===== src/rtl/rxmb_pkg.sv =====
package rxmb_pkg;
  localparam int ID_W = 29;
  localparam int IDR_W = ID_W + 1;

  localparam logic [2:0] MODE_OFF = 3'd0;
  localparam logic [2:0] MODE_RX  = 3'd1;
  localparam logic [2:0] MODE_OVR = 3'd2;

  // frame in register form: bit 29 format, identifier aligned as stored
  typedef struct packed {
    logic [IDR_W-1:0] idr;
    logic             rtr;
    logic [3:0]       dlc;
    logic [63:0]      data;
  } frame_t;

  function automatic logic [IDR_W-1:0] to_idr(logic ext, logic [ID_W-1:0] id);
    return ext ? {1'b1, id} : {1'b0, id[10:0], 18'b0};
  endfunction

  function automatic logic filt_hit(logic [IDR_W-1:0] f, logic [ID_W-1:0] mask,
                                    logic [IDR_W-1:0] want);
    return (f[ID_W] == want[ID_W]) &&
           (((f[ID_W-1:0] ^ want[ID_W-1:0]) & mask) == '0);
  endfunction
endpackage


===== src/rtl/mb_pick.sv =====
module mb_pick #(
  parameter int N = 12
) (
  input  logic [N-1:0] req,
  output logic [N-1:0] gnt
);
  logic [N:0] seen;
  assign seen[0] = 1'b0;

  for (genvar i = 0; i < N; i++) begin : g_chain
    assign gnt[i]    = req[i] & ~seen[i];
    assign seen[i+1] = seen[i] | req[i];
  end
endmodule


===== src/rtl/mb_slot.sv =====
module mb_slot
  import rxmb_pkg::*;
(
  input  logic             clk,
  input  logic             rst_n,
  input  logic             mode_we,
  input  logic             mask_we,
  input  logic             fid_we,
  input  logic [31:0]      wdata,
  input  logic             arm,
  input  logic             capture,
  input  frame_t           frm,
  output logic             eligible,
  output logic [2:0]       mode_q,
  output logic [ID_W-1:0]  mask_q,
  output logic [IDR_W-1:0] fid_q,
  output logic             ready_q,
  output logic             lost_q,
  output frame_t           store_q
);
  logic can_take;

  always_comb begin
    can_take = (mode_q == MODE_OVR) || ((mode_q == MODE_RX) && !ready_q);
    eligible = can_take && filt_hit(frm.idr, mask_q, fid_q);
  end

  always_ff @(posedge clk or negedge rst_n) begin
    if (!rst_n) begin
      mode_q  <= MODE_OFF;
      mask_q  <= '0;
      fid_q   <= '0;
      ready_q <= 1'b0;
      lost_q  <= 1'b0;
      store_q <= '0;
    end else begin
      if (mode_we) begin
        mode_q  <= wdata[26:24];
        ready_q <= 1'b0;
        lost_q  <= 1'b0;
      end
      if (mask_we) mask_q <= wdata[ID_W-1:0];
      if (fid_we)  fid_q  <= wdata[IDR_W-1:0];
      if (arm) begin
        ready_q <= 1'b0;
        lost_q  <= 1'b0;
      end
      if (capture) begin
        ready_q <= 1'b1;
        if (ready_q && !arm) lost_q <= 1'b1;
        store_q <= frm;
      end
    end
  end

  // a filled mailbox keeps its flag unless the host touches it
  p_hold_r2: assert property (@(posedge clk) disable iff (!rst_n)
    ready_q && !arm && !mode_we |=> ready_q);
  // stored contents only change on a capture
  p_keep_r2: assert property (@(posedge clk) disable iff (!rst_n)
    !capture |=> $stable(store_q));
  // re-arm without a capture empties the mailbox
  p_arm_r3: assert property (@(posedge clk) disable iff (!rst_n)
    arm && !capture |=> !ready_q && !lost_q);
  // lost only rises after a capture into a full mailbox
  p_lost_r4: assert property (@(posedge clk) disable iff (!rst_n)
    $rose(lost_q) |-> $past(capture) && $past(ready_q));
  // only an enabled mailbox is ever selected
  p_enabled_r8: assert property (@(posedge clk) disable iff (!rst_n)
    capture |-> (mode_q == MODE_RX) || (mode_q == MODE_OVR));
endmodule


===== src/rtl/rx_mailbox_alloc.sv =====
module rx_mailbox_alloc
  import rxmb_pkg::*;
#(
  parameter int NUM_MB   = 12,
  parameter int ADDR_W   = 12,
  parameter int WIN_BASE = 'h200,
  parameter int ARM_ADDR = 'h024
) (
  input  logic              clk,
  input  logic              rst_n,
  input  logic              rx_valid,
  output logic              rx_ready,
  input  logic              rx_ext,
  input  logic [28:0]       rx_id,
  input  logic              rx_rtr,
  input  logic [3:0]        rx_dlc,
  input  logic [63:0]       rx_data,
  input  logic              reg_we,
  input  logic [ADDR_W-1:0] reg_addr,
  input  logic [31:0]       reg_wdata,
  output logic [31:0]       reg_rdata,
  output logic [NUM_MB-1:0] mb_ready
);
  localparam int WIN_SH  = 5;
  localparam int BLK_W   = ADDR_W - WIN_SH;
  localparam int BASE_BK = WIN_BASE >> WIN_SH;
  localparam int ARM_W   = (NUM_MB < 32) ? NUM_MB : 32;

  frame_t frm;
  logic [NUM_MB-1:0] elig, gnt, cap, arm_vec;
  logic [2:0]        mode_a  [NUM_MB];
  logic [ID_W-1:0]   mask_a  [NUM_MB];
  logic [IDR_W-1:0]  fid_a   [NUM_MB];
  logic              lost_a  [NUM_MB];
  frame_t            store_a [NUM_MB];
  logic              arm_hit;

  assign rx_ready = 1'b1;
  assign frm = '{idr: to_idr(rx_ext, rx_id), rtr: rx_rtr, dlc: rx_dlc, data: rx_data};
  assign arm_hit = reg_we && (reg_addr == ADDR_W'(ARM_ADDR));

  always_comb begin
    arm_vec = '0;
    if (arm_hit) arm_vec[ARM_W-1:0] = reg_wdata[ARM_W-1:0];
  end

  mb_pick #(.N(NUM_MB)) u_pick (.req(elig), .gnt(gnt));

  assign cap = rx_valid ? gnt : '0;

  for (genvar i = 0; i < NUM_MB; i++) begin : g_mb
    logic sel;
    assign sel = (reg_addr[ADDR_W-1:WIN_SH] == BLK_W'(BASE_BK + i));

    mb_slot u_slot (
      .clk      (clk),
      .rst_n    (rst_n),
      .mode_we  (reg_we && sel && (reg_addr[WIN_SH-1:0] == 5'h00)),
      .mask_we  (reg_we && sel && (reg_addr[WIN_SH-1:0] == 5'h04)),
      .fid_we   (reg_we && sel && (reg_addr[WIN_SH-1:0] == 5'h08)),
      .wdata    (reg_wdata),
      .arm      (arm_vec[i]),
      .capture  (cap[i]),
      .frm      (frm),
      .eligible (elig[i]),
      .mode_q   (mode_a[i]),
      .mask_q   (mask_a[i]),
      .fid_q    (fid_a[i]),
      .ready_q  (mb_ready[i]),
      .lost_q   (lost_a[i]),
      .store_q  (store_a[i])
    );
  end

  always_comb begin
    reg_rdata = '0;
    for (int i = 0; i < NUM_MB; i++) begin
      if (reg_addr[ADDR_W-1:WIN_SH] == BLK_W'(BASE_BK + i)) begin
        case (reg_addr[WIN_SH-1:0])
          5'h00: reg_rdata = {5'b0, mode_a[i], 24'b0};
          5'h04: reg_rdata = {3'b0, mask_a[i]};
          5'h08: reg_rdata = {2'b0, fid_a[i]};
          5'h0C: reg_rdata = {2'b0, store_a[i].idr};
          5'h10: reg_rdata = {7'b0, lost_a[i], mb_ready[i], 2'b0,
                              store_a[i].rtr, store_a[i].dlc, 16'b0};
          5'h14: reg_rdata = store_a[i].data[31:0];
          5'h18: reg_rdata = store_a[i].data[63:32];
          default: reg_rdata = '0;
        endcase
      end
    end
  end

  // a frame with any eligible mailbox lands in exactly the lowest one
  p_lowest_r1: assert property (@(posedge clk) disable iff (!rst_n)
    rx_valid && (elig != '0) |-> $onehot(cap) && ((elig & (cap - 1'b1)) == '0));
  // a frame nobody takes leaves the ready vector alone
  p_drop_r9: assert property (@(posedge clk) disable iff (!rst_n)
    rx_valid && (elig == '0) && !reg_we |=> $stable(mb_ready));
  // reset leaves every mailbox empty
  p_reset_r12: assert property (@(posedge clk)
    $rose(rst_n) |-> (mb_ready == '0));
endmodule


===== config.mk =====
export PLATFORM = sky130hd
export DESIGN_NAME = rx_mailbox_alloc
export DESIGN_NICKNAME = d
export VERILOG_FILES = /design/src/rtl/rxmb_pkg.sv /design/src/rtl/mb_pick.sv /design/src/rtl/mb_slot.sv /design/src/rtl/rx_mailbox_alloc.sv
export SDC_FILE = /design/constraint.sdc
export NUM_CORES = 2
export LEC_CHECK = 0
export BUFFER_PORTS_ARGS = -buffer_cell sky130_fd_sc_hd__buf_2
export CAP_MARGIN = 20
export CELL_PAD_IN_SITES_DETAIL_PLACEMENT = 2
export CELL_PAD_IN_SITES_GLOBAL_PLACEMENT = 2
export CORE_ASPECT_RATIO = 1.75
export CORE_MARGIN = 2
export CORE_UTILIZATION = 49
export DETAILED_ROUTE_END_ITERATION = 6
export GPL_TIMING_DRIVEN = 0
export MAX_ROUTING_LAYER = met4
export PLACE_DENSITY = 0.89
export SYNTH_ARGS = -nofsm -noshare
export SYNTH_HDL_FRONTEND = slang
export SYNTH_HIERARCHICAL = 1
export SYNTH_SLANG_ARGS = --single-unit

===== constraint.sdc =====
create_clock -name clk -period 4.75 [get_ports clk]
set_input_delay 0.2375 -clock clk [delete_from_list [all_inputs] [get_ports clk]]
set_output_delay 0.2375 -clock clk [all_outputs]
set_load 0.03 [all_outputs]

==> results of run 1 <==
[logic make-up after synthesis]
kind of cell    after synthesis  share of synthesized area
xor+xnor                    360                     0.0341
buf+inv                     485                     0.0248
simple gates                643                     0.0351
compound gates             1233                     0.0962
mux                        2332                      0.280
flops                      1956                      0.529
other cells                   1                  0.0000406
[synthesized netlist by cell type, types with 14 or more instances]
master	number	area share
sky130_fd_sc_hd__buf_1	37	0.0015
sky130_fd_sc_hd__a211oi_1	15	0.0012
sky130_fd_sc_hd__buf_4	18	0.0015
sky130_fd_sc_hd__nor2_1	247	0.010
sky130_fd_sc_hd__buf_2	304	0.016
sky130_fd_sc_hd__nand2_1	116	0.0047
sky130_fd_sc_hd__o21ai_0	37	0.0020
sky130_fd_sc_hd__nand3_1	69	0.0037
sky130_fd_sc_hd__xor2_1	360	0.034
sky130_fd_sc_hd__clkbuf_1	120	0.0049
sky130_fd_sc_hd__a21oi_1	367	0.020
sky130_fd_sc_hd__nand2b_1	15	0.0010
sky130_fd_sc_hd__nor4_1	35	0.0024
sky130_fd_sc_hd__a22oi_1	234	0.019
sky130_fd_sc_hd__o2bb2ai_1	79	0.0075
sky130_fd_sc_hd__mux2i_1	318	0.034
sky130_fd_sc_hd__nand4_1	32	0.0022
sky130_fd_sc_hd__and2_1	49	0.0033
sky130_fd_sc_hd__a222oi_1	112	0.012
sky130_fd_sc_hd__a221oi_1	171	0.016
sky130_fd_sc_hd__nor3_1	16	0.00087
sky130_fd_sc_hd__o22ai_1	75	0.0051
sky130_fd_sc_hd__mux2_2	2009	0.24
sky130_fd_sc_hd__nor4_2	14	0.0019
sky130_fd_sc_hd__dfrtp_1	1956	0.53
sky130_fd_sc_hd__a22o_1	58	0.0055
sky130_fd_sc_hd__a21o_1	24	0.0019
[metrics by stage]
step | TNS (ns) | utilization | instances
after floorplan | 0 | - | 7010
after global placement | - | 0.515 | 9631
after detailed placement | -2812.84 | 0.529 | 9755
after CTS | 0 | 0.575 | 10200
[routing by layer]
metal,global-route usage,GRT overflow
met1,0.917,582
met3,0.856,508
met4,0.969,1650
met2,1.08,4182
met5,-,-
[repair_timing]
action	CTS
endpoints found under the hold margin	444
cloned	6
endpoints found under the setup margin	1244
hold buffers	14
gates resized for setup	364
buffers inserted	34
pin swaps	22
==> results.rst, run 1 <==
.. list-table::
   :header-rows: 1

   * - Metric
     - Value
   * - Run status
     - stopped before the end
   * - Last step reached
     - global routing (5_1_grt)
   * - Tool error message
     - [ERROR GRT-0116] Global routing finished with congestion. Check the congestion regions in the DRC Viewer.
   * - Synthesized Nets
     - ~7200
   * - Top-level port count
     - 192
   * - Height of the die
     - 579 µm
   * - Proportion of synthesized flip-flops having asynchronous set or reset
     - 1.00
   * - # rows
     - 210
   * - Total overflow reported by the global router
     - roughly 6900
   * - Final weighted congestion of routability-driven global placement
     - 1.13
   * - Root Driver
     - sky130_fd_sc_hd__clkbuf_16
   * - Syn Std Cell Area
     - between 90000 and 100000 µm²
   * - CTS H-tree depth
     - 4
   * - Primary FF master, synth
     - sky130_fd_sc_hd__dfrtp_1
   * - Placed standard-cell area
     - 99100 µm²
   * - Count of flip-flops with a built-in enable after synthesis
     - 0
   * - Synthesized instance count
     - 7010
   * - Starting density of the core
     - 0.493
   * - Mean cell area of the mapped netlist
     - 13.2 µm²
   * - Overall global routing resource usage
     - 0.958
   * - Vias in the first global route
     - 113000
   * - Place WS
     - -3.40 ns
   * - TritonCTS Sinks
     - 1956
   * - Input/output buffers
     - 183
   * - DP HPWL
     - 494000 µm
   * - Post-synth cell types
     - 63
   * - Die Span X
     - 332 µm
   * - Flop and latch count out of synthesis
     - 1956
   * - Max Root-Sink Buffers
     - 4
   * - Global-route wire length before repair
     - 1250000 µm
   * - Largest net degree at the start of global routing
     - 171
   * - Register area share after synthesis
     - 0.529
   * - Number of CTS-inserted buffers
     - 193
   * - Number of synthesis warnings
     - 6
==> run 2: changes to the inputs <==
--- a/config.mk
+++ b/config.mk
@@ -7,15 +7,11 @@
 export LEC_CHECK = 0
 export BUFFER_PORTS_ARGS = -buffer_cell sky130_fd_sc_hd__buf_2
 export CAP_MARGIN = 20
-export CELL_PAD_IN_SITES_DETAIL_PLACEMENT = 2
-export CELL_PAD_IN_SITES_GLOBAL_PLACEMENT = 2
-export CORE_ASPECT_RATIO = 1.75
 export CORE_MARGIN = 2
-export CORE_UTILIZATION = 49
+export CORE_UTILIZATION = 40
 export DETAILED_ROUTE_END_ITERATION = 6
 export GPL_TIMING_DRIVEN = 0
-export MAX_ROUTING_LAYER = met4
-export PLACE_DENSITY = 0.89
+export PLACE_DENSITY_LB_ADDON = 0.15
 export SYNTH_ARGS = -nofsm -noshare
 export SYNTH_HDL_FRONTEND = slang
 export SYNTH_HIERARCHICAL = 1
==> run 2 against run 1 <==
Synthesized cell count stayed put. Synthesized area did not move. The flow now finishes, with violations (DRC, setup timing).
==> results.rst, run 2 <==
.. list-table::
   :header-rows: 1

   * - Metric
     - Value
   * - Run status
     - finished, violations left
   * - Violated checks
     - DRC, setup timing
   * - Ranking of synthesized cells by instance count
     - sky130_fd_sc_hd__mux2_2 (2009), sky130_fd_sc_hd__dfrtp_1 (1956), sky130_fd_sc_hd__a21oi_1 (367)
   * - Count of TritonRoute iterations in the first routing pass
     - 7
   * - Final count of hold timing violations
     - 0
   * - RSZ-0062 raised after global routing
     - true
   * - Crit path kind
     - in2out
   * - Arrival time at the worst endpoint
     - 4.95 ns
   * - Count of flip-flops with a built-in enable after synthesis
     - 0 (unchanged)
   * - CP cell instances
     - buf_2, and4bb_2, nor2b_1, clkbuf_1, nand2_2, buf_2, nand2_1, o211ai_1, nand3_1, buf_2
   * - Reg2Reg Capture Point
     - g_mb[10].u_slot/store_q[40]$_DFFE_PN0P_
   * - Max FFs per register
     - ~1200
   * - Core region area
     - 230000 µm²
   * - Flop and latch count out of synthesis
     - 1956 (unchanged)
   * - Crit path capture type
     - output port
   * - Actual slew at the worst max-slew pin
     - ~1.4 ns
   * - Reg-to-reg slack, setup
     - 0.24 ns
   * - CTS clk-pin slew, worst paths
     - roughly 0.06 ns
   * - Net switching fraction of the power
     - 0.275
   * - Largest registers ranked by flip-flop count
     - g_mb.u_slot/store_q x1188, g_mb.u_slot/fid_q x360, g_mb.u_slot/mask_q x348
   * - Register area share after synthesis
     - 0.529 (unchanged)
   * - Input/output buffers
     - 183 (unchanged)
   * - Vias after detailed routing
     - a little under 80000
   * - Most common library cell in the layout ignoring fill and taps
     - sky130_fd_sc_hd__mux2_2
   * - Root Driver
     - sky130_fd_sc_hd__clkbuf_16
   * - Mean cell area of the mapped netlist
     - 13.2 µm² (unchanged)
   * - Worst-path cell with the longest stage delay
     - sky130_fd_sc_hd__o211ai_1
   * - CP Buf/Inv Count
     - 4
   * - TritonCTS Sinks
     - 1956 (unchanged)
   * - Number of antenna violations at the first check in global routing
     - between 100 and 150
   * - Detailed Route Iter0 Violations
     - 14400
   * - Vias in the first global route
     - 71300
   * - Post-synth cell types
     - 63 (unchanged)
   * - Clock tree from TritonCTS
     - built
   * - Area share of the leading cell type in the synthesized netlist
     - 0.529 (unchanged)
   * - Most frequent cells in the layout
     - sky130_fd_sc_hd__mux2_2 (2005), sky130_fd_sc_hd__dfrtp_1 (1956), sky130_fd_sc_hd__buf_2 (375)
   * - Class of the tightest hold or removal check
     - in2reg
   * - Fraction of power consumed by combinational cells
     - 0.080
   * - Final period utilization
     - 1.09
   * - Die area
     - 235000 µm²
   * - Crit path depth
     - 10
   * - Fillcell total
     - 21000
   * - Share of the core filled with cells in the final layout
     - 0.471
   * - Number of cells on the worst reg-to-reg path
     - 11
   * - Post-detailed-route count of antenna-violating nets
     - 0
   * - Drc violations
     - 6
   * - Max Root-Sink Buffers
     - 3 (-1)
   * - Final weighted congestion of routability-driven global placement
     - 1.05 (-7.1%)
   * - Die Span X
     - 485 µm (+46%)
   * - Final net count
     - roughly 7700
   * - Worst slew margin
     - 0.0368
   * - Number of violations of the max-capacitance limit
     - 0
   * - Synthesized Nets
     - 7157 (unchanged)
   * - Switching power
     - 10.4 mW
   * - # rows
     - 176 (-16%)
   * - Worst path max stage delay
     - around 0.95 ns
   * - Routed wirelength normalized by instance count
     - between 50 and 60 µm
   * - Startpoint of the lowest-slack register-to-register path
     - g_mb[4].u_slot/fid_q[26]$_DFFE_PN0P_
   * - Finish-stage setup viols
     - 1110
   * - Global-route wire length before repair
     - roughly 750000 µm
   * - Synthesized instance count
     - 7010 (unchanged)
   * - Dominant cell by count in the synthesized netlist
     - sky130_fd_sc_hd__mux2_2
   * - Final min period
     - between 5 and 6 ns
   * - Startpoint types
     - input port
   * - Main area contributors after synthesis
     - sky130_fd_sc_hd__dfrtp_1 (53%), sky130_fd_sc_hd__mux2_2 (24%), sky130_fd_sc_hd__mux2i_1 (3.4%)
   * - Number of synthesis warnings
     - 6 (unchanged)
   * - Final count of pins violating max slew
     - 0
   * - Number of CTS-inserted buffers
     - 223 (+16%)
   * - Power density relative to cell area
     - around 350 nW/µm²
   * - Maximum clock frequency
     - 193 MHz
   * - Largest fanout on the critical path
     - 10
   * - Share of total power in sequential cells
     - 0.452
   * - Hold Path Origin
     - rx_data[17]
   * - DP HPWL
     - 429000 µm (-13%)
   * - Static leakage power
     - 51.9 nW
   * - Total Routed Length
     - 598000 µm
   * - Height of the die
     - 485 µm (-16%)
   * - Largest net degree at the start of global routing
     - 158
   * - Overall global routing resource usage
     - 0.495
   * - Part of the total power dissipated in the clock network
     - 0.468
   * - Total overflow reported by the global router
     - 0
   * - Critical Path Source
     - reg_addr[10]
   * - Worst path required time
     - around 4.5 ns
   * - Share of cells above drive strength 1
     - 0.407
   * - Top cell family by delay on the critical path
     - simple AND/OR/NAND/NOR gates
   * - Cell-internal power
     - 27.4 mW
   * - Register name with the most flops
     - g_mb.u_slot/store_q
   * - Top-level port count
     - 192 (unchanged)
   * - Latest clock arrival within the worst-skew pair
     - approximately 0.94 ns
   * - Crit path capture
     - reg_rdata[15]
   * - Maximum ir drop on the vdd rail
     - roughly 0.37 mV
   * - Post-synth top area cell
     - sky130_fd_sc_hd__dfrtp_1
   * - TNS Setup
     - -156.19 ns
   * - Clk_skew
     - 0.0520 ns
   * - Proportion of synthesized flip-flops having asynchronous set or reset
     - 1.00 (unchanged)
   * - Per-cell via count in the routed design
     - 7.22
   * - Register Area
     - slightly below 50000 µm²
   * - Syn Std Cell Area
     - 92500 µm² (unchanged)
   * - CTS H-tree depth
     - 4 (unchanged)
   * - Starting density of the core
     - 0.402 (-0.0914)
   * - Primary FF master, synth
     - sky130_fd_sc_hd__dfrtp_1
   * - Critical path's most frequent cell
     - sky130_fd_sc_hd__buf_2
   * - Multi-input gate area
     - 41700 µm²
   * - Final worst setup slack
     - -0.436 ns
   * - Synth-to-layout area growth
     - 17.1%
==> run 2: cell counts after synthesis <==
No cell type changed its count.
==> run 2: metrics by stage <==
| step | area, µm² | hold WS, ns | worst slack [ns] | std cells | power [mW] |
|---|---|---|---|---|---|
| floorplan | 92500 | -0.0581 | 0.786 | 7010 | 18.1 |
| global placement | 97200 | 0.484 | -42.80 | 10200 | 20.0 |
| detailed placement | 99100 | 0.189 | -2.74 | 10300 | 20.1 |
| CTS | 108000 | 0.00121 | 0.00152 | 10800 | 37.5 |
| global route | 108000 | 0.00502 | -0.0327 | 10800 | 38.4 |
| finish | 108000 | 0.0297 | -0.436 | 10900 | 37.8 |
==> run 2: repair_timing <==
item                                    4_1_cts  5_1_grt
endpoints found under the setup margin     1244      534
gates resized for setup                     227       50
gates cloned                                  0        1
hold buffers                                 62        2
setup buffers                                 3        0
hold endpoints to repair                    718        7
pin swaps                                     4        2
==> run 2: power by group through the flow <==
| stage | Combinational, mW | Sequential [mW] | Clock, mW |
|---|---|---|---|
| global route | 2.93 | 17.1 | 18.3 |
| floorplan | 0.797 | 17.3 | 0 |
| CTS | 2.81 | 17.1 | 17.6 |
| detailed placement | 2.74 | 17.4 | 0 |
| global placement | 2.61 | 17.4 | 0 |
| finish | 3.01 | 17.1 | 17.7 |
==> run 2: final cells by class <==
| cell class | instances | share of cell area |
|---|---|---|
| well taps | 3026 | 0.0350 |
| inverters | 3 | 0.000104 |
| clock inverters | 56 | 0.00663 |
| flip-flops and latches | 1956 | 0.452 |
| clock buffers | 353 | 0.0607 |
| plain buffers | 478 | 0.0262 |
| multi-input cells | 4570 | 0.386 |
| diodes | 83 | 0.00192 |
| repair buffers | 352 | 0.0319 |
==> run 2: how the worst min path moves through the flow <==
stage                                                   end  slack, ns  cells past startpoint
finish               g_mb[2].u_slot/store_q[17]$_DFFE_PN0P_       0.03                      2
global route        g_mb[10].u_slot/store_q[17]$_DFFE_PN0P_      0.005                      2
CTS                  g_mb[0].u_slot/store_q[40]$_DFFE_PN0P_      0.001                      2
detailed placement   g_mb[0].u_slot/store_q[70]$_DFFE_PN0P_       0.19                      1
global placement     g_mb[3].u_slot/store_q[61]$_DFFE_PN0P_       0.48                      1
floorplan               g_mb[0].u_slot/fid_q[0]$_DFFE_PN0P_      -0.06                      0
==> run 2: kinds of logic (layout without fill, tap and decap cells) <==
logic type,count (synthesis),in the layout,synth area share
compound gates,1233,1233,0.0962
xor+xnor,360,360,0.0341
buf+inv,485,1242,0.0248
flops,1956,1956,0.529
mux,2332,2332,0.280
other cells,1,84,0.0000406
simple gates,643,644,0.0351
==> run 2: metal layers <==
layer	share of wire	vias to the layer above	GRT usage
li1	-	27500	-
met1	0.38	41700	0.637
met2	0.38	7517	0.637
met3	0.16	1789	0.257
met4	0.079	34	0.324
met5	0.00080	-	0.00612
(Power assumes the default switching activity.)
